==> src/rtl/skew_mon_pkg.sv <==
// Package: shared state encoding and register layout constants for the
// arrival skew timeout monitor. Assumes a 32-bit register word.
package skew_mon_pkg;

    typedef enum logic [1:0] {
        ST_IDLE = 2'd0,   // no measurement open
        ST_WAIT = 2'd1,   // first arrival seen, counting
        ST_LATE = 2'd2    // threshold hit, waiting for partner
    } skew_st_e;

    localparam int unsigned WORD_W       = 32;
    localparam logic        ADDR_CTRL    = 1'b0;
    localparam logic        ADDR_TIME    = 1'b1;
    localparam int unsigned CTRL_RUN_BIT = 0;
    localparam int unsigned CTRL_CHK_BIT = 1;
    localparam int unsigned CTRL_ERR_BIT = 8;

endpackage

==> src/rtl/skew_arrival.sv <==
// Module: classifies the two valid strobes for the timer. "lone" marks a
// cycle with exactly one strobe, "lone_b" tells which, and "other_hit"
// marks the partner of the channel that opened the current measurement.
// Assumes strobes are synchronous to the system clock.
module skew_arrival (
    input  logic vld_a,
    input  logic vld_b,
    input  logic first_b,
    output logic lone,
    output logic lone_b,
    output logic other_hit
);

    // Decode arrival events from the raw strobes.
    always_comb begin
        lone      = vld_a ^ vld_b;
        lone_b    = vld_b & ~vld_a;
        other_hit = first_b ? vld_a : vld_b;
    end

endmodule

==> src/rtl/skew_timer.sv <==
// Module: measurement state machine and skew counter. Opens a measurement
// on a lone arrival, counts clocks, closes on the partner arrival and pulses
// err_set when the count reaches period << STEP_SHIFT. Assumes the period
// and enable inputs are registered elsewhere.
module skew_timer
    import skew_mon_pkg::*;
#(
    parameter int unsigned PER_W      = 13,
    parameter int unsigned CNT_W      = 16,
    parameter int unsigned STEP_SHIFT = 3
) (
    input  logic             clk,
    input  logic             rst_n,
    input  logic             vld_a,
    input  logic             vld_b,
    input  logic             chk_en,
    input  logic [PER_W-1:0] period,
    output logic [CNT_W-1:0] cnt,
    output logic             err_set
);

    localparam int unsigned THR_W = PER_W + STEP_SHIFT;
    localparam int unsigned EXT_W = CNT_W + 1;

    skew_st_e         st_q, st_d;
    logic [CNT_W-1:0] cnt_q, cnt_d;
    logic             fb_q, fb_d;
    logic             active;
    logic [EXT_W-1:0] thr;
    logic [EXT_W-1:0] cnt_nx;
    logic             lone, lone_b, other_hit;

    skew_arrival u_arr (
        .vld_a     (vld_a),
        .vld_b     (vld_b),
        .first_b   (fb_q),
        .lone      (lone),
        .lone_b    (lone_b),
        .other_hit (other_hit)
    );

    // Threshold in clocks, enable qualifier and incremented count.
    always_comb begin
        active = chk_en && (period != '0);
        thr    = {{(EXT_W-THR_W){1'b0}}, period, {STEP_SHIFT{1'b0}}};
        cnt_nx = {1'b0, cnt_q} + EXT_W'(1);
    end

    // Next-state logic of the measurement.
    always_comb begin
        st_d    = st_q;
        cnt_d   = cnt_q;
        fb_d    = fb_q;
        err_set = 1'b0;
        if (!active) begin
            st_d = ST_IDLE;
        end else begin
            case (st_q)
                ST_IDLE: begin
                    if (lone) begin
                        cnt_d = '0;
                        fb_d  = lone_b;
                        st_d  = ST_WAIT;
                    end
                end
                ST_WAIT: begin
                    cnt_d = cnt_nx[CNT_W-1:0];
                    if (cnt_nx >= thr) begin
                        err_set = 1'b1;
                        st_d    = ST_LATE;
                    end
                    if (other_hit) st_d = ST_IDLE;
                end
                ST_LATE: begin
                    if (other_hit) st_d = ST_IDLE;
                end
                default: st_d = ST_IDLE;
            endcase
        end
    end

    // State, counter and first-channel registers.
    always_ff @(posedge clk) begin
        if (!rst_n) begin
            st_q  <= ST_IDLE;
            cnt_q <= '0;
            fb_q  <= 1'b0;
        end else begin
            st_q  <= st_d;
            cnt_q <= cnt_d;
            fb_q  <= fb_d;
        end
    end

    assign cnt = cnt_q;

    // a lone arrival while idle and active clears the counter.
    a_r2_start_zero: assert property (@(posedge clk) disable iff (!rst_n)
        (st_q == ST_IDLE && active && lone) |=> (cnt_q == '0));
    // an open measurement advances by one per clock.
    a_r2_count_step: assert property (@(posedge clk) disable iff (!rst_n)
        (st_q == ST_WAIT && active) |=> (cnt_q == $past(cnt_q) + 1'b1));
    // with no new measurement the counter holds.
    a_r3_idle_hold: assert property (@(posedge clk) disable iff (!rst_n)
        (st_q == ST_IDLE && !(active && lone)) |=> $stable(cnt_q));
    // simultaneous strobes open nothing.
    a_r5_tie_idle: assert property (@(posedge clk) disable iff (!rst_n)
        (st_q == ST_IDLE && vld_a && vld_b) |=> (st_q == ST_IDLE));
    // no error while checking is inactive.
    a_r6_quiet: assert property (@(posedge clk) disable iff (!rst_n)
        !active |-> !err_set);
    // counter frozen after a timeout.
    a_r10_late_hold: assert property (@(posedge clk) disable iff (!rst_n)
        (st_q == ST_LATE) |=> $stable(cnt_q));

endmodule

==> src/rtl/skew_regs.sv <==
// Module: register words of the monitor. Holds run, check-enable, the
// period (locked while run is set) and the sticky W1C error bit; muxes the
// read data. Assumes a single write port with a one-bit word address.
module skew_regs
    import skew_mon_pkg::*;
#(
    parameter int unsigned      PER_W   = 13,
    parameter int unsigned      PER_LSB = 3,
    parameter int unsigned      CNT_W   = 16,
    parameter logic [PER_W-1:0] PER_RST = 13'h0010
) (
    input  logic              clk,
    input  logic              rst_n,
    input  logic              wr,
    input  logic              addr,
    input  logic [WORD_W-1:0] wdata,
    input  logic [CNT_W-1:0]  cnt,
    input  logic              err_set,
    output logic [WORD_W-1:0] rdata,
    output logic              chk_en,
    output logic [PER_W-1:0]  period,
    output logic              err
);

    logic             run_q, chk_q, err_q;
    logic [PER_W-1:0] per_q;
    logic             wr_ctrl, wr_time, err_clr;
    logic             unused_wbits;

    // Decode the write strobes.
    always_comb begin
        wr_ctrl = wr && (addr == ADDR_CTRL);
        wr_time = wr && (addr == ADDR_TIME);
        err_clr = wr_ctrl && wdata[CTRL_ERR_BIT];
    end

    assign unused_wbits = ^wdata;

    // Control bits and the locked period field.
    always_ff @(posedge clk) begin
        if (!rst_n) begin
            run_q <= 1'b0;
            chk_q <= 1'b0;
            per_q <= PER_RST;
        end else begin
            if (wr_ctrl) begin
                run_q <= wdata[CTRL_RUN_BIT];
                chk_q <= wdata[CTRL_CHK_BIT];
            end
            if (wr_time && !run_q) per_q <= wdata[PER_LSB +: PER_W];
        end
    end

    // Sticky error bit: hardware set wins over software clear.
    always_ff @(posedge clk) begin
        if (!rst_n)       err_q <= 1'b0;
        else if (err_set) err_q <= 1'b1;
        else if (err_clr) err_q <= 1'b0;
    end

    // Read-data mux of the two words.
    always_comb begin
        rdata = '0;
        if (addr == ADDR_CTRL) begin
            rdata[CTRL_RUN_BIT] = run_q;
            rdata[CTRL_CHK_BIT] = chk_q;
            rdata[CTRL_ERR_BIT] = err_q;
        end else begin
            rdata[WORD_W-1 -: CNT_W]  = cnt;
            rdata[PER_LSB +: PER_W]   = per_q;
        end
    end

    assign chk_en = chk_q;
    assign period = per_q;
    assign err    = err_q;

    // error bit persists unless cleared.
    a_r7_sticky: assert property (@(posedge clk) disable iff (!rst_n)
        (err_q && !err_clr) |=> err_q);
    // a timeout always leaves the bit set.
    a_r7_set_wins: assert property (@(posedge clk) disable iff (!rst_n)
        err_set |=> err_q);
    // period frozen while running.
    a_r8_lock: assert property (@(posedge clk) disable iff (!rst_n)
        (run_q && wr_time) |=> $stable(per_q));

endmodule

==> src/rtl/skew_timeout_monitor.sv <==
// Module: top of the dual-channel arrival skew timeout monitor. Joins the
// register words and the skew timer; irq follows the sticky error bit.
// Assumes both strobes and the register port are in the clk domain.
module skew_timeout_monitor
    import skew_mon_pkg::*;
#(
    parameter int unsigned      PER_W      = 13,
    parameter int unsigned      PER_LSB    = 3,
    parameter int unsigned      CNT_W      = 16,
    parameter int unsigned      STEP_SHIFT = 3,
    parameter logic [PER_W-1:0] PER_RST    = 13'h0010
) (
    input  logic        clk,
    input  logic        rst_n,
    input  logic        vld_a,
    input  logic        vld_b,
    input  logic        reg_wr,
    input  logic        reg_addr,
    input  logic [31:0] reg_wdata,
    output logic [31:0] reg_rdata,
    output logic        irq
);

    logic             chk_en;
    logic [PER_W-1:0] period;
    logic [CNT_W-1:0] cnt;
    logic             err_set;
    logic             err;

    skew_regs #(
        .PER_W   (PER_W),
        .PER_LSB (PER_LSB),
        .CNT_W   (CNT_W),
        .PER_RST (PER_RST)
    ) u_regs (
        .clk     (clk),
        .rst_n   (rst_n),
        .wr      (reg_wr),
        .addr    (reg_addr),
        .wdata   (reg_wdata),
        .cnt     (cnt),
        .err_set (err_set),
        .rdata   (reg_rdata),
        .chk_en  (chk_en),
        .period  (period),
        .err     (err)
    );

    skew_timer #(
        .PER_W      (PER_W),
        .CNT_W      (CNT_W),
        .STEP_SHIFT (STEP_SHIFT)
    ) u_timer (
        .clk     (clk),
        .rst_n   (rst_n),
        .vld_a   (vld_a),
        .vld_b   (vld_b),
        .chk_en  (chk_en),
        .period  (period),
        .cnt     (cnt),
        .err_set (err_set)
    );

    assign irq = err;

    // interrupt line tracks the error bit seen at the control word.
    a_r7_irq_follows: assert property (@(posedge clk) disable iff (!rst_n)
        (reg_addr == ADDR_CTRL) |-> (irq == reg_rdata[CTRL_ERR_BIT]));

endmodule

==> config.mk <==
export PLATFORM = sky130hd
export DESIGN_NAME = skew_timeout_monitor
export DESIGN_NICKNAME = d
export VERILOG_FILES = /design/src/rtl/skew_mon_pkg.sv /design/src/rtl/skew_arrival.sv /design/src/rtl/skew_timer.sv /design/src/rtl/skew_regs.sv /design/src/rtl/skew_timeout_monitor.sv
export SDC_FILE = /design/constraint.sdc
export NUM_CORES = 1
export LEC_CHECK = 0
export ABC_AREA = 1
export CAP_MARGIN = 20
export CORE_MARGIN = 1.5
export CORE_UTILIZATION = 50
export CTS_CLUSTER_SIZE = 40
export DETAILED_ROUTE_END_ITERATION = 12
export GPL_ROUTABILITY_DRIVEN = 0
export PLACE_DENSITY = 0.82
export SETUP_SLACK_MARGIN = 0.15
export SYNTH_ARGS = -nofsm -noshare
export SYNTH_HDL_FRONTEND = slang
export SYNTH_SLANG_ARGS = --single-unit
==> constraint.sdc <==
create_clock -name clk -period 5.2 [get_ports clk]
set_clock_uncertainty 0.2 [all_clocks]
set_input_delay 0.78 -clock clk [delete_from_list [all_inputs] [get_ports clk]]
set_output_delay 0.78 -clock clk [all_outputs]
set_load 0.02 [all_outputs]
## Word-level counts from Yosys, hierarchy flattened

Index checks and enable logic that the tools add are counted.

- $add $sub $neg: 1
- Order comparisons: 1
- Eq/ne operators: 5
- Bitwise gates (word level): 4
- Muxes and demuxes: 17
- Reductions and logical operators: 14

Operators by type and width:

| operator | number |
|---|---|
| 16-bit case mux with 2 select lines | 1 |
| 23-bit 2-to-1 mux | 1 |
| 16-bit by 1-bit adder with 17-bit output (second input constant) | 1 |
| 17-bit by 16-bit >= comparator with 1-bit output | 1 |
| 16-bit 2-to-1 mux | 1 |
| 13-bit nonzero test | 1 |
| 2-bit 2-to-1 mux | 5 |
| 3-bit AND reduction | 3 |
| 1-bit 2-to-1 mux | 7 |
| 2-bit case mux with 3 select lines | 1 |
| 1-bit logical AND | 5 |
| 5-bit 2-to-1 mux | 1 |
| 2-bit by 1-bit != test with 1-bit output (second input constant) | 2 |
| 2-bit nonzero test | 2 |
| 3-bit by 1-bit != test with 1-bit output (second input constant) | 1 |
| 2-bit by 1-bit == test with 1-bit output (second input constant) | 1 |
| 2-bit == test (second input constant) | 1 |
| 2-bit zero test | 1 |
| 1-bit inverter | 2 |
| 2-bit AND reduction | 1 |
| 1-bit bitwise AND | 1 |
| 1-bit zero test | 1 |
| 1-bit bitwise XOR | 1 |

- Output and inout bits: 33
- Register bits after elaboration: 35

## Longest topological paths before layout

Gate-level depths: netlist (run 1).

- Depth in word-level cells: 6
- Mapped depth: 16
- Gate-level depth less buffers: 16

## Modules after synthesis

From an unflattened synthesis (run 1), not the netlist that was laid out.

- Cells, all modules: 403
- Area total of the unflattened synthesis: 2484.9 µm²

Modules (own cells, without submodules):

| module | instances | area an instance (µm²) | cells each |
|---|---|---|---|
| skew_timer | 1 | 1522.7 | 231 |
| skew_regs | 1 | 927.1 | 165 |
| skew_arrival | 1 | 35.0 | 7 |

## Worst setup path after synthesis (run 1)

Ideal clock, no wire load.

- Path kind: reg-to-reg
- Start: register u_timer.cnt_q[0] (netlist: u_timer.cnt[0])
- End: register u_regs.err_q (netlist: u_regs.err)
- Clock period less this slack: 2.300 ns
- Path buffers: 0
- Data required time: 4.929 ns
- Arrival: 2.030 ns
- Setup slack: 2.900 ns
- Cell stages (with the launch flop): 16
- Path through: dfxtp_1 ha_1 nand3_1 inv_1 nand3_1 xor2_1 inv_1 ha_1 nand2_1 nor2_1 nand2_1 o21ai_0 nand2_1 nand3_1 nand2_1 a21oi_1

- Longest elaborated chain between the ends: 6
- Elaborated cells between the ends (all ways): 7

Ends and longest elaborated chain:

| what | RTL line | source |
|---|---|---|
| start: declaration | skew_timer.sv:26 | `logic [CNT_W-1:0] cnt_q, cnt_d;` |
| start signal: assignment | skew_timer.sv:90 | `cnt_q <= cnt_d;` |
| 16-bit by 1-bit adder with 17-bit output (*) | skew_timer.sv:46 | `cnt_nx = {1'b0, cnt_q} + EXT_W'(1);` |
| 17-bit by 16-bit >= comparator with 1-bit output (*) | skew_timer.sv:68 | `if (cnt_nx >= thr) begin` |
| 1-bit 2-to-1 mux (*) | skew_timer.sv:68 |  |
| 1-bit 2-to-1 mux (*) | skew_timer.sv:58 | `case (st_q)` |
| 1-bit 2-to-1 mux (*) | skew_timer.sv:55 | `if (!active) begin` |
| 1-bit 2-to-1 mux / 2-bit nonzero test (equally long branches) | -- |  |
| end signal: assignment | skew_regs.sv:56 | `if (!rst_n) err_q <= 1'b0;` |
| end signal: assignment | skew_regs.sv:57 | `else if (err_set) err_q <= 1'b1;` |
| end signal: assignment | skew_regs.sv:58 | `else if (err_clr) err_q <= 1'b0;` |
| end: declaration | skew_regs.sv:25 | `logic run_q, chk_q, err_q;` |

Every way passes the cells marked *; elsewhere a longest branch is shown, timed or not.
A chain may end at the register's enable or synchronous reset.

## Worst setup path after layout (run 1)

- Start: input port reg_addr
- End: output port reg_rdata[28]

- Longest elaborated chain between the ends: 1

Ends and longest elaborated chain:

| what | RTL line | source |
|---|---|---|
| start: declaration | skew_timeout_monitor.sv:18 | `input logic reg_addr,` |
| 23-bit 2-to-1 mux | skew_regs.sv:64 | `if (addr == ADDR_CTRL) begin` |
| end: declaration | skew_timeout_monitor.sv:20 | `output logic [31:0] reg_rdata,` |

Every way passes these cells.

==> results of run 1 <==
==> tightest hold or removal path: stages, from the launching register on <==
cell	delay, ns
dfxtp_1	0.33
nand2_1	0.07
a21oi_1	0.05
==> per-stage QoR <==
stage               util [%]  power, µW  worst slack [ns]
floorplan                  -      346.2             2.900
global placement       65.40      380.5             1.508
detailed placement     65.40      384.0             1.465
CTS                    67.03      563.1             1.468
global route           67.03      583.2             1.342
finish                 67.03      557.0             1.475
==> path summary, 6_finish.rpt <==
kind	end	depth (start not counted)	startpoint
max	reg_rdata[28]	5	reg_addr
min	u_timer.cnt[7]$_SDFFE_PN0P_	2	u_timer.cnt[7]$_SDFFE_PN0P_
max reg2reg	u_regs.err$_SDFFE_PN0P_	15	u_timer.cnt[0]$_SDFFE_PN0P_
min reg2reg	u_timer.cnt[7]$_SDFFE_PN0P_	2	u_timer.cnt[7]$_SDFFE_PN0P_
==> cells in the final DEF (no fill, tap or decap), drive strengths merged <==
cell,n
xor2,9
o31ai,1
ha,15
nor3,8
a21boi,1
inv,70
nand2,102
buf,1
conb,1
dfxtp,35
o211ai,1
nand4,3
clkdlybuf4s50,52
o21ai,20
a21o,1
nand3,12
a21oi,34
clkbuf,6
nor2,39
o21bai,1
xnor2,2
==> metal layers <==
layer	share of wire (%)	wire, µm
met1	45	2534
met2	51	2833
met3	3.2	180
met4	1.0	56
met5	0	0
==> flip-flops by register name, indices dropped and copies added, names as in the netlist <==
| signal | flops |
|---|---|
| u_timer.st_q | 2 |
| u_regs.run_q | 1 |
| u_timer.fb_q | 1 |
| u_regs.chk_en | 1 |
| u_regs.period | 13 |
| u_regs.err | 1 |
| u_timer.cnt | 16 |
==> power by group through the flow <==
| stage | Sequential, µW | Combinational (µW) | Clock [µW] |
|---|---|---|---|
| finish | 283 | 95.0 | 179 |
| global route | 284 | 107 | 193 |
| CTS | 283 | 95.3 | 185 |
| detailed placement | 289 | 94.9 | 0 |
| global placement | 288 | 92.1 | 0 |
| floorplan | 288 | 58.6 | 0 |
==> kinds of logic (layout without fill, tap and decap cells) <==
group	Yosys count	in the layout	synth area share, %
flip-flops	35	35	29.57
AND/OR/NAND/NOR	164	164	30.41
buffers and inverters	81	129	13.46
XOR/XNOR	11	11	5.016
other	1	1	0.1582
adder cells (fa/ha/maj)	15	15	7.920
AO/OA/AOI/OAI	59	59	13.46
==> area by class of cell <==
type | count | area share (%)
Multi-Input combinational cell | 250 | 45.32
Sequential cell | 35 | 23.52
Timing Repair Buffer | 53 | 17.72
Inverter | 70 | 8.820
Clock buffer | 6 | 2.436
Tap cell | 52 | 2.184
==> run summary, run 1 <==
status: complete, but fails checks
failing checks: DRC
Total Wirelength: 5605 µm
max-slew violations: 0
hold slack: 0.3038 ns
pwr/cell area: 187.0 nW/µm²
Worst Path Required: 4.22 ns
cell family with most CP delay: buffers and inverters
Final TNS setup: 0 ns
Buf/Inv on CP: 4
Psw: 150.5 µW
Inserted Clock Buffers: 5
share of flip-flops with an asynchronous set or reset: 0%
chip height: 71.85 µm
Top FF cell, synth: dfxtp_1
largest cells by area after synthesis: dfxtp_1 (30%), nand2_1 (16%), inv_1 (9.8%)
Detailed Place HPWL: 4321 µm
layout filler cell count: 402
Gate power share: 17.1%
routed vias: 2,347
crit share post-route: 71.64%
H-tree levels: 2
clk sink count: 35
top cells by instance count after synthesis: nand2_1 (98), inv_1 (62), dfxtp_1 (35), nor2_1 (35), a21oi_1 (31)
placed insts: 460
Syn Inst Count: 366
Switching Fraction: 27.02%
internal power: 406.5 µW
Hold Fails Final Rpt: 0
total track usage: 23.57%
CP peak stage delay: 0.89 ns
crit start category: input port
vias in the first global route: 2,228
Nets: 468
CTS max path bufs: 2
vias per cell: 5.036
total gr overflow: 0
Max-Cap Viols: 0
cells along the critical path: clkdlybuf4s50_1, buf_4, nand2_1, inv_1, clkdlybuf4s50_1
I/O Pins: 71
Initial Util: 53.32%
Worst Max-Slew Pin Slew: 0.6632 ns
clock tree from TritonCTS: built
Mapped Avg Cell Area: 6.475 µm²
Initial DRC Count: 136
Synth top area share: 29.57%
r2r setup slk: 2.45 ns
IO Port Bufs: 52
largest net degree at the start of global routing: 22
leakage power figure: 0.001418 µW
post-synthesis net count: 419
met2 Use GR: 41.46%
non-filler cells, final: 466
top-count cell post-synth: nand2_1
share of cells above drive strength 1: 8.213%
met3 usage: 3.094%
cell taking the most area after synthesis: dfxtp_1
Remaining DRCs: 1
Cell Area, Synth: 2370 µm²
fmax: 268.4 MHz
worst skew pair latency: 0.28 ns
Yosys reg bits: 35
Post-synth EDFFs: 0
Clock Tree Root: clkbuf_8
distinct cell type count of the synthesized netlist: 30
Hold Buf Count CTS: 0
Routed Antenna Nets: 0
HP Class: reg2reg
first-pass GRT wire length: 9784 µm
Arrival @ worst endpoint: 2.75 ns
num rows: 24
Clk pwr share: 32.1%
die width: 71.85 µm
die area: 5162 µm²
fin crit period: 3.725 ns
maximum net fanout on the critical path: 17
drt pass-1 iters: 10
RSZ-0062 raised after global routing: no
busiest metal layer after global routing: met2
area grow syn2layout: 25.71%
post-CTS sizing: 0
VDD IR max: 0.1037 mV
Core Area: 4444 µm²
Multi-input gate area: 1350 µm²
Flop pwr share: 50.8%
Synth Warn #: 0
CP dominant cell by count: clkdlybuf4s50_1
fin area: 2979 µm²
Placed Area: 2907 µm²
Reg clk slew, reported paths: 0.07 ns
slowest cell on the critical path: clkdlybuf4s50_1
slew margin rel.: 55.65%
met1 usage: 30.18%
Post-CTS Setup Bufs: 0
Routed wire per std cell: 12.03 µm
WS Path Type: in2out
critical path capture point type: output pin
ant diodes: 0
Final setup viols: 0
register area: 700.7 µm²
initial antenna violation count: 0
register area share after synthesis: 29.57%
No activity file was read; power rests on OpenSTA's default activity.
==> run 2: changes to the inputs <==
Settings changed: CORE_UTILIZATION 50 to 48, PLACE_DENSITY 0.82 to 0.79.
Clock period 5.2 ns to 3.6 ns, I/O delays scaled along.
==> run 2 against run 1 <==
The run now ends clean. Sequential cell count stayed put. Largest power group unchanged. Largest cell class unchanged. Global-route usage is 1.9 points lower. Sequential share of layout area is 0.15 points lower. Critical endpoint is now reg_rdata[8]. Clock power is 45% higher.
==> run summary, run 2 (same netlist as run 1, synthesis figures left out) <==
status: finished clean
die area: 5368 µm² (+4.0%)
H-tree levels: 2 (unchanged)
WS Path Type: in2out
Final TNS setup: 0 ns (unchanged)
chip height: 73.27 µm (+2.0%)
Setup WS post-layout: 0.6329 ns (-0.8419 ns)
routed vias: 2,304 (-1.8%)
Initial Util: 49.84% (-3.5 points)
crit start category: input port
clk sink count: 35 (unchanged)
post-CTS sizing: 0 (unchanged)
Hold Buf Count CTS: 0 (unchanged)
r2r setup slk: 0.96 ns (-1.49 ns)
Total Wirelength: 5258 µm (-6.2%)
pwr/cell area: 268.0 nW/µm² (+43%)
Post-CTS Setup Bufs: 0 (unchanged)
met2 Use GR: 38.59% (-2.9 points)
met3 usage: 5.075% (+2.0 points)
I/O Pins: 71 (unchanged)
Worst Path Required: 2.86 ns (-1.36 ns)
clock tree from TritonCTS: built
die width: 73.27 µm (+2.0%)
leakage power figure: 0.001418 µW (unchanged)
Initial DRC Count: 126 (-7.4%)
fin crit period: 2.967 ns
RSZ-0062 raised after global routing: no
most frequent cells in the layout: nand2_1 (98), inv_1 (62), clkdlybuf4s50_1 (52)
max-slew violations: 0 (unchanged)
IO Port Bufs: 52 (unchanged)
initial antenna violation count: 0 (unchanged)
Hold Fails Final Rpt: 0 (unchanged)
Inserted Clock Buffers: 5 (unchanged)
ant diodes: 0 (unchanged)
Clock Tree Root: clkbuf_8
area grow syn2layout: 26.50%
Routed Antenna Nets: 0 (unchanged)
crit share post-route: 82.42%
Remaining DRCs: 0 (-1)
Detailed Place HPWL: 4063 µm (-6.0%)
fmax: 337.0 MHz
total gr overflow: 0 (unchanged)
Core Area: 4755 µm² (+7.0%)
drt pass-1 iters: 4 (-6)
HP Class: reg2reg
commonest non-fill, non-tap cell in the layout: nand2_1
vias per cell: 4.790 (-4.9%)
largest net degree at the start of global routing: 33 (+50%)
slew margin rel.: 61.48% (+5.8 points)
Routed wire per std cell: 10.93 µm (-9.1%)
Max-Cap Viols: 0 (unchanged)
post-layout util: 63.05% (-4.0 points)
max reg flops: 16 (unchanged)
critical path capture point type: output pin
Nets: 468 (unchanged)
maximum net fanout on the critical path: 32 (+15)
worst skew pair latency: 0.28 ns (about the same)
Worst Max-Slew Pin Slew: 0.5772 ns (-0.08598 ns)
Reg clk slew, reported paths: 0.06 ns (about the same)
Placement Setup Slack: 0.6437 ns (-0.8214 ns)
total track usage: 21.72% (-1.9 points)
VDD IR max: 0.1854 mV (+79%)
busiest metal layer after global routing: met2
num rows: 25 (+4.2%)
vias in the first global route: 2,076 (-6.8%)
Final setup viols: 0 (unchanged)
first-pass GRT wire length: 8990 µm (-8.1%)
met1 usage: 26.11% (-4.1 points)
CTS max path bufs: 2 (unchanged)
share of cells above drive strength 1: 8.213% (unchanged)
Arrival @ worst endpoint: 2.23 ns (-0.52 ns)
[run 2: cell counts in the layout (fill, tap and decap cells not counted)]
Identical to the previous run, type by type.
[run 2: path summary, 6_finish.rpt]
kind / start / end / depth (start not counted)
hold reg to reg: u_regs.period[1]$_SDFFE_PN0P_ / u_regs.period[1]$_SDFFE_PN0P_ / 2
setup reg to reg: u_timer.cnt[0]$_SDFFE_PN0P_ / u_regs.err$_SDFFE_PN0P_ / 15
hold / removal: u_regs.period[1]$_SDFFE_PN0P_ / u_regs.period[1]$_SDFFE_PN0P_ / 2
setup / recovery: reg_addr / reg_rdata[8] / 5
[run 2: cell type report]
| cell class | instances | area (µm²) |
|---|---|---|
| multi-input cells | 250 | 1350 |
| fillers | 460 | 1757 |
| clock buffers | 6 | 72.57 |
| inverters | 70 | 262.8 |
| repair buffers | 53 | 528.0 |
| well taps | 67 | 83.83 |
| flip-flops and latches | 35 | 700.7 |
[run 2: layer usage]
metal  wire (µm)  vias up
met3         206        7
met2        2608       43
met4          59        0
met1        2384     1031
li1            -     1223
met5           0        -
[run 2: worst max-delay path, cell delays in order]
cell,delay [ns]
clkdlybuf4s50_1,0.45
buf_4,0.31
inv_2,0.10
o21ai_0,0.19
clkdlybuf4s50_1,0.63
[run 2: stage by stage]
stage          std cells  total power [µW]  hold WS [ns]  instance area [µm²]
6_report             481             803.5        0.3022                 2998
5_1_grt              481             845.5        0.3319                 2998
4_1_cts              481             811.3        0.3052                 2998
3_5_place_dp         475             553.2        0.2960                 2925
3_3_place_gp         475             549.3        0.2897                 2925
2_1_floorplan        366             500.1        0.2628                 2370
[run 2: where the power goes]
group          switching, µW  internal (µW)  total, µW
clock                    130            129        259
combinational           77.8           57.9        136
sequential              8.36            400        409
==> run 3: changes to the inputs <==
Settings changed: CORE_UTILIZATION 48 to 43, PLACE_DENSITY 0.79 to 0.75.
Clock period 3.6 ns to 2.6 ns, I/O delays scaled along.
==> run 3 against run 2 <==
Critical path depth down 1. Final area up 12%. Final cell count up 3.3%. Die area up 11%. Power up 41%. Non-clock buffer count up 13. Sequential cell count unchanged. First-iteration DRC count down 4.8%. Sequential power up 37%.
==> run summary, run 3 (same netlist as run 1, synthesis figures left out) <==
num rows: 26 (+4.0%)
Routed wire per std cell: 12.35 µm (+13%)
I/O Pins: 71 (unchanged)
layout filler cell count: 490 (+6.5%)
total track usage: 20.46% (-1.3 points)
Detailed Place HPWL: 4224 µm (+4.0%)
Hold Fails Final Rpt: 0 (unchanged)
clock tree from TritonCTS: built
vias in the first global route: 2,215 (+6.7%)
RSZ-0062 raised after global routing: yes
non-filler cells, final: 497 (+3.3%)
commonest non-fill, non-tap cell in the layout: nand2_1
total gr overflow: 0 (unchanged)
Initial Util: 45.53% (-4.3 points)
slowest cell on the critical path: clkdlybuf4s50_1
die area: 5965 µm² (+11%)
fmax: 412.4 MHz
most frequent cells in the layout: nand2_1 (93), inv_1 (59), nor2_1 (32)
critical path capture point type: output pin
pwr/cell area: 339.4 nW/µm² (+27%)
HP Class: reg2reg
CP peak stage delay: 0.63 ns (about the same)
area grow syn2layout: 41.18%
first-pass GRT wire length: 9770 µm (+8.7%)
Nets: 481 (+2.8%)
clk sink count: 35 (unchanged)
CP dominant cell by count: clkdlybuf4s50_1
placed insts: 485 (+2.1%)
max-slew violations: 0 (unchanged)
Final setup viols: 0 (unchanged)
WS Path Type: in2out
Placement Setup Slack: 0.06564 ns (-0.5781 ns)
Routed Antenna Nets: 0 (unchanged)
largest net degree at the start of global routing: 22 (-33%)
IO Port Bufs: 52 (unchanged)
Inserted Clock Buffers: 5 (unchanged)
hold path depth: 2 (unchanged)
initial antenna violation count: 0 (unchanged)
Setup WS post-layout: 0.1750 ns (-0.4579 ns)
VDD IR max: 0.3077 mV (+66%)
Clock Tree Root: clkbuf_8
status: finished clean
Worst Path Required: 2.01 ns (-0.85 ns)
Initial DRC Count: 120 (-4.8%)
chip height: 77.24 µm (+5.4%)
Arrival @ worst endpoint: 1.83 ns (-0.40 ns)
R2R cell count: 14 (-1)
share of cells above drive strength 1: 18.74% (+11 points)
Critical R2R Launch: u_timer.cnt[0]$_SDFFE_PN0P_
Hold Buf Count CTS: 0 (unchanged)
Total Wirelength: 6139 µm (+17%)
Worst Hold End: u_timer.cnt[8]$_SDFFE_PN0P_
Core Area: 5205 µm² (+9.5%)
H-tree levels: 2 (unchanged)
fin crit period: 2.425 ns
CTS max path bufs: 2 (unchanged)
Hold Path Origin: u_timer.cnt[8]$_SDFFE_PN0P_
leakage power figure: 0.002025 µW (+43%)
crit start category: input port
r2r setup slk: 0.20 ns (-0.76 ns)
ant diodes: 0 (unchanged)
vias per cell: 4.887 (+2.0%)
slew margin rel.: 58.13% (-3.3 points)
crit share post-route: 93.27%
Remaining DRCs: 0 (unchanged)
drt pass-1 iters: 4 (unchanged)
Worst R2R End: u_regs.err$_SDFFE_PN0P_
Worst Max-Slew Pin Slew: 0.6274 ns (+0.05016 ns)
maximum net fanout on the critical path: 3 (-91%)
Max-Cap Viols: 0 (unchanged)
cells along the critical path: clkdlybuf4s50_1, inv_2, o21ai_0, clkdlybuf4s50_1
die width: 77.24 µm (+5.4%)
max reg flops: 16 (unchanged)
Reg clk slew, reported paths: 0.07 ns (about the same)
routed vias: 2,429 (+5.4%)
worst skew pair latency: 0.29 ns (about the same)
[run 3: changes by cell type in the layout (fill, tap and decap cells not counted), sizes merged]
cell | previous run | this run
dlymetal6s2s | 0 | 27
clkdlybuf4s50 | 52 | 23
buf | 1 | 14
dlygate4sd2 | 0 | 2
[run 3: stage by stage]
step	utilization, %	area, µm²	total power, µW	setup TNS (ns)	hold WS, ns
3_5_place_dp	57.28	2982	769.2	0	0.2915
3_3_place_gp	57.28	2982	764.4	0	0.2880
4_1_cts	58.85	3063	1133	0	0.3001
5_1_grt	64.28	3346	1195	-0.006398	0.3126
2_1_floorplan	-	2370	692.4	0	0.2628
6_report	64.28	3346	1136	0	0.2968
[run 3: how the worst max path moves through the flow]
stage / startpoint / end / slack (ns) / cells past startpoint
finish: reg_addr / reg_rdata[8] / 0.18 / 4
global route: u_timer.cnt[9]$_SDFFE_PN0P_ / u_regs.err$_SDFFE_PN0P_ / -0.006 / 14
CTS: reg_addr / reg_rdata[14] / 0.11 / 5
detailed placement: u_timer.cnt[0]$_SDFFE_PN0P_ / u_regs.err$_SDFFE_PN0P_ / 0.07 / 15
global placement: u_timer.cnt[0]$_SDFFE_PN0P_ / u_regs.err$_SDFFE_PN0P_ / 0.11 / 15
floorplan: u_timer.cnt[0]$_SDFFE_PN0P_ / u_regs.err$_SDFFE_PN0P_ / 0.30 / 15
[run 3: what timing repair did]
item	4_1_cts	5_1_grt
buffers inserted	0	6
pin swaps	1	14
endpoints found under the setup margin	31	30
gates cloned	0	0
resized for setup	7	72
[run 3: power breakdown]
| part | leakage, µW | switching, µW | internal, µW |
|---|---|---|---|
| Combinational | 0.00170 | 116 | 85.0 |
| Sequential | 0.000292 | 11.7 | 549 |
| Clock | 0.0000371 | 195 | 179 |
[run 3: metal layers]
metal  routed length (µm)  share of wire [%]  GRT usage [%]
met2                 3015                 49          34.56
met5                    0                  0              0
met4                   99                1.6          6.727
met1                 2756                 45          25.51
met3                  267                4.3          4.762
[run 3: critical path: cells and delay by family]
| family | cells | cell delay (ns) |
|---|---|---|
| AO/OA/AOI/OAI | 1 | 0.17 |
| buffers and inverters | 3 | 1.27 |
[run 3: area by class of cell]
class | count | area [µm²] | share of cell area (%)
timing repair buffer | 66 | 705.7 | 21.09
sequential | 35 | 726.9 | 21.73
clock buffer | 6 | 72.57 | 2.169
inverter | 70 | 262.8 | 7.853
tap | 70 | 87.58 | 2.618
multi-input combinational | 250 | 1490 | 44.54
